===== src/rtl/odd_div_pkg.sv =====
package odd_div_pkg;
  function automatic int cnt_width(input int n);
    return (n <= 2) ? 1 : $clog2(n);
  endfunction
endpackage


===== src/rtl/odd_div_count.sv =====
module odd_div_count #(
  parameter int N = 5,
  parameter int W = 3
) (
  input  logic         clk_i,
  input  logic         rst_ni,
  output logic [W-1:0] cnt_o
);
  localparam logic [W-1:0] LAST = W'(N - 1);

  logic [W-1:0] cnt_q;

  always_ff @(posedge clk_i or negedge rst_ni) begin
    if (!rst_ni)              cnt_q <= '0;
    else if (cnt_q == LAST)   cnt_q <= '0;
    else                      cnt_q <= cnt_q + 1'b1;
  end

  assign cnt_o = cnt_q;

  assert_cnt_range_R1: assert property (@(posedge clk_i) disable iff (!rst_ni)
    cnt_q <= LAST);
  assert_cnt_wrap_R1: assert property (@(posedge clk_i) disable iff (!rst_ni)
    cnt_q == LAST |=> cnt_q == '0);
endmodule


===== src/rtl/odd_div_phase.sv =====
module odd_div_phase #(
  parameter bit FALLING = 1'b0
) (
  input  logic clk_i,
  input  logic rst_ni,
  input  logic d_i,
  output logic q_o
);
  logic q;

  generate
    if (FALLING) begin : g_neg
      always_ff @(negedge clk_i or negedge rst_ni) begin
        if (!rst_ni) q <= 1'b0;
        else         q <= d_i;
      end
    end else begin : g_pos
      always_ff @(posedge clk_i or negedge rst_ni) begin
        if (!rst_ni) q <= 1'b0;
        else         q <= d_i;
      end
    end
  endgenerate

  assign q_o = q;
endmodule


===== src/rtl/odd_clk_div.sv =====
module odd_clk_div #(
  parameter int N = 5
) (
  input  logic clk_i,
  input  logic rst_ni,
  output logic clk_o
);
  localparam int W    = odd_div_pkg::cnt_width(N);
  localparam int HIGH = (N - 1) / 2;

  logic [W-1:0] cnt;
  logic         hi_win;
  logic         rise_q;
  logic         fall_q;

  odd_div_count #(.N(N), .W(W)) u_count (
    .clk_i (clk_i),
    .rst_ni(rst_ni),
    .cnt_o (cnt)
  );

  assign hi_win = (cnt < W'(HIGH));

  odd_div_phase #(.FALLING(1'b0)) u_rise (
    .clk_i (clk_i),
    .rst_ni(rst_ni),
    .d_i   (hi_win),
    .q_o   (rise_q)
  );

  // half-cycle-delayed copy taken in the falling-edge domain
  odd_div_phase #(.FALLING(1'b1)) u_fall (
    .clk_i (clk_i),
    .rst_ni(rst_ni),
    .d_i   (rise_q),
    .q_o   (fall_q)
  );

  // OR of two registered waveforms; no select logic
  assign clk_o = rise_q | fall_q;

  assert_rise_at_zero_R2: assert property (@(posedge clk_i) disable iff (!rst_ni)
    $rose(rise_q) |-> $past(cnt) == '0);
  assert_fall_tracks_rise_R3: assert property (@(posedge clk_i) disable iff (!rst_ni)
    fall_q == rise_q);
  assert_low_in_reset_R6: assert property (@(posedge clk_i)
    !rst_ni |-> !clk_o);
endmodule


===== config.mk =====
export PLATFORM = sky130hd
export DESIGN_NAME = odd_clk_div
export DESIGN_NICKNAME = d
export VERILOG_FILES = /design/src/rtl/odd_div_pkg.sv /design/src/rtl/odd_div_count.sv /design/src/rtl/odd_div_phase.sv /design/src/rtl/odd_clk_div.sv
export SDC_FILE = /design/constraint.sdc
export NUM_CORES = 1
export LEC_CHECK = 0
export BUFFER_PORTS_ARGS = -buffer_cell sky130_fd_sc_hd__buf_4
export CORE_AREA = 3 3 40 42
export CTS_CLUSTER_DIAMETER = 80
export DETAILED_ROUTE_END_ITERATION = 7
export DIE_AREA = 0 0 43 45
export PLACE_DENSITY = 0.3
export SLEW_MARGIN = 0
export SYNTH_ARGS = -nofsm -noshare
export SYNTH_HDL_FRONTEND = slang
export SYNTH_SLANG_ARGS = --single-unit

===== constraint.sdc =====
create_clock -name clk_i -period 1.1 [get_ports clk_i]
set_clock_uncertainty 0.2 [all_clocks]
set_input_delay 0.055 -clock clk_i [delete_from_list [all_inputs] [get_ports clk_i]]
set_output_delay 0.055 -clock clk_i [all_outputs]
set_load 0.01 [all_outputs]

==> impl_metrics.ini <==
[critical_path]
slowest_stage = dfrtn_1
end_kind = output pin
crit_arrival_ps = 1470
path_cells = or2_4 > buf_6
slowest_delay_ps = 320
crit_fanout = 1
reg2reg_depth = 0
setup.worst_path.class = reg2out
crit_path_start_kind = register
crit_required_ps = 840

[final_layout]
fill_cells = 142
syn_to_final_growth_pct = 62.9
drive_gt1_share_pct = 62.5
antennaDiodeCount = 0
nets = 29
regArea_um2 = 125
fin_cells = 39
multi_input_area_um2 = 93.8
finalInstanceArea_um2 = 324

[place]
post_dp_cell_area_um2 = 245
io_buffers = 2
dpl_worst_slack_ps = -367
place.gp.congestion = 0.640
dp.cells = 33

[clocking]
htree_levels = 1
cts_buffers = 3
clock_latency_ps = 250
clkSinkCount = 5
cts-root-buf = clkbuf_4
cts_tree = yes
clk_pin_slew_ps = 50
clockBufferDepth = 2

[floorplanning]
die-area_um2 = 1940
core_um2 = 1280
chipHeight_um = 45
chipWidth_um = 43
pin_count = 3
rows = 13
start_util_pct = 15.5

[timing]
finalWorstSetupSlack_ps = -625
worstMarginPinSlew_ps = 204
setup_violations = 5
grt_setup_unrepaired = true
drv_slew = 0
relSlewSlack_pct = 86.4
finalHoldViolCount = 0

[yosys]
syn_nets = 19
syn_inst = 15
syn_area_um2 = 199
synth-seq-area-share_pct = 62.9
ys_ff_latch = 5
synth-warning-count = 0
syn-mean-instance-area_um2 = 13.3
yosys.cell_types.count = 9

[global_routing]
grtUsageTotal_pct = 5.53
grt_max_degree = 5
grt_pass1_wl_um = 662
antenna_found_initial = 0
overflow = 0
grt_pass1_vias = 160

[outcome]
violations = setup timing
status = complete, but fails checks

[pwr]
p_sw_share_pct = 20.7
intPower_mw = 0.330
power_leakage_nw = 0.158
switchingPower_mw = 0.0862
vdd_drop_max_mv = 0.788
combPwrFrac_pct = 2.9
clock_power_share_pct = 52.7
power_density_nw_per_um2 = 1280
seqPwrFrac_pct = 44.4

[route]
routed_wl_um = 380
wire_per_inst_um = 9.74
vias = 135
drt_pass1_iterations = 2
vias_per_cell = 3.46
drt_iter0_drc = 2
antenna_left = 0
drc = 0

[flow_run]
drv_cap = 0

[hold_path]
holdCritPathClass = in2async
==> cell usage in the layout, fill, tap and decap left out, drive strengths merged <==
master and instances:
dfrtp 4, clkbuf 4, buf 3, inv 2, nor2 2, ha 2
a21oi 1, or2 1, mux2 1, a21boi 1, dlygate4sd3 1, dlymetal6s4s 1
dfrtn 1
==> power groups by stage <==
stage                     combinational [mW]  sequential [mW]  clock (mW)
after floorplan                 0.0000000439            0.188           0
after global placement               0.00596            0.187           0
after detailed placement             0.00589            0.187           0
after CTS                             0.0115            0.185       0.225
after global routing                  0.0136            0.185       0.235
final                                 0.0120            0.185       0.219
==> per-layer routing <==
metal	vias up	track usage [%]	routed length, um
li1	65	-	-
met1	64	4.66	159
met2	6	7.78	164
met3	0	7.17	56
met4	0	1.81	0
met5	-	0	0
==> sequential cells by signal, indices dropped and copies added (netlist names) <==
signal,count
u_count.cnt_o,3
u_fall.q_o,1
u_rise.q_o,1
==> kinds of logic after synthesis <==
family | Yosys count | synth area share [%]
compound gates | 2 | 6.29
fa+ha+maj | 2 | 12.6
flops | 5 | 62.9
mux | 1 | 7.54
buf+inv | 2 | 3.77
simple gates | 3 | 6.92
==> layout make-up <==
| class | count | share of cell area, % |
|---|---|---|
| flip-flops and latches | 5 | 38.6 |
| inverters | 2 | 2.32 |
| well taps | 15 | 5.79 |
| clock buffers | 4 | 8.11 |
| multi-input cells | 8 | 29.0 |
| repair buffers | 5 | 16.2 |
==> path summary, 6_finish.rpt <==
check                           slack (ps)                          to                  startpoint
max in group asynchronous              230        u_fall.q_o$_DFF_NN0_                      rst_ni
worst min register to register         290        u_rise.q_o$_DFF_PN0_  u_count.cnt_o[1]$_DFF_PN0_
worst max-delay path                  -620                       clk_o        u_fall.q_o$_DFF_NN0_
min in group clk_i                     290        u_rise.q_o$_DFF_PN0_  u_count.cnt_o[1]$_DFF_PN0_
worst max register to register        -150        u_fall.q_o$_DFF_NN0_        u_rise.q_o$_DFF_PN0_
worst min-delay path                   150  u_count.cnt_o[2]$_DFF_PN0_                      rst_ni
==> stage by stage <==
step	power (mW)	TNS (ps)	hold slack [ps]	utilization [%]
3_3_place_gp	0.193	-745	-341	19.1
6_report	0.416	-932	152	25.2
4_1_cts	0.422	-969	272	24.6
2_1_floorplan	0.188	-508	-441	-
5_1_grt	0.433	-1120	183	25.2
3_5_place_dp	0.193	-753	-341	19.1
==> Yosys cell counts <==
cell type	n	share of area, %
ha_1	2	13
dfrtn_1	1	13
or2_2	1	3.1
inv_1	2	3.8
a21boi_0	1	3.8
a21oi_1	1	2.5
mux2_4	1	7.5
nor2_1	2	3.8
dfrtp_1	4	50
==> worst max-delay path: cells and delay by family, from the launching register on <==
kind / cells / cell delay [ps]
simple gates: 1 / 220
flops: 1 / 320
buf+inv: 1 / 120
==> what timing repair did <==
item                                   CTS  global route
hold buffers                             2             0
pin swaps                                2             1
buffers inserted                         0             0
setup endpoints to repair                5             9
cloned                                   0             0
endpoints found under the hold margin    5             0
gates resized for setup                  8             3
(Power assumes the default switching activity.)
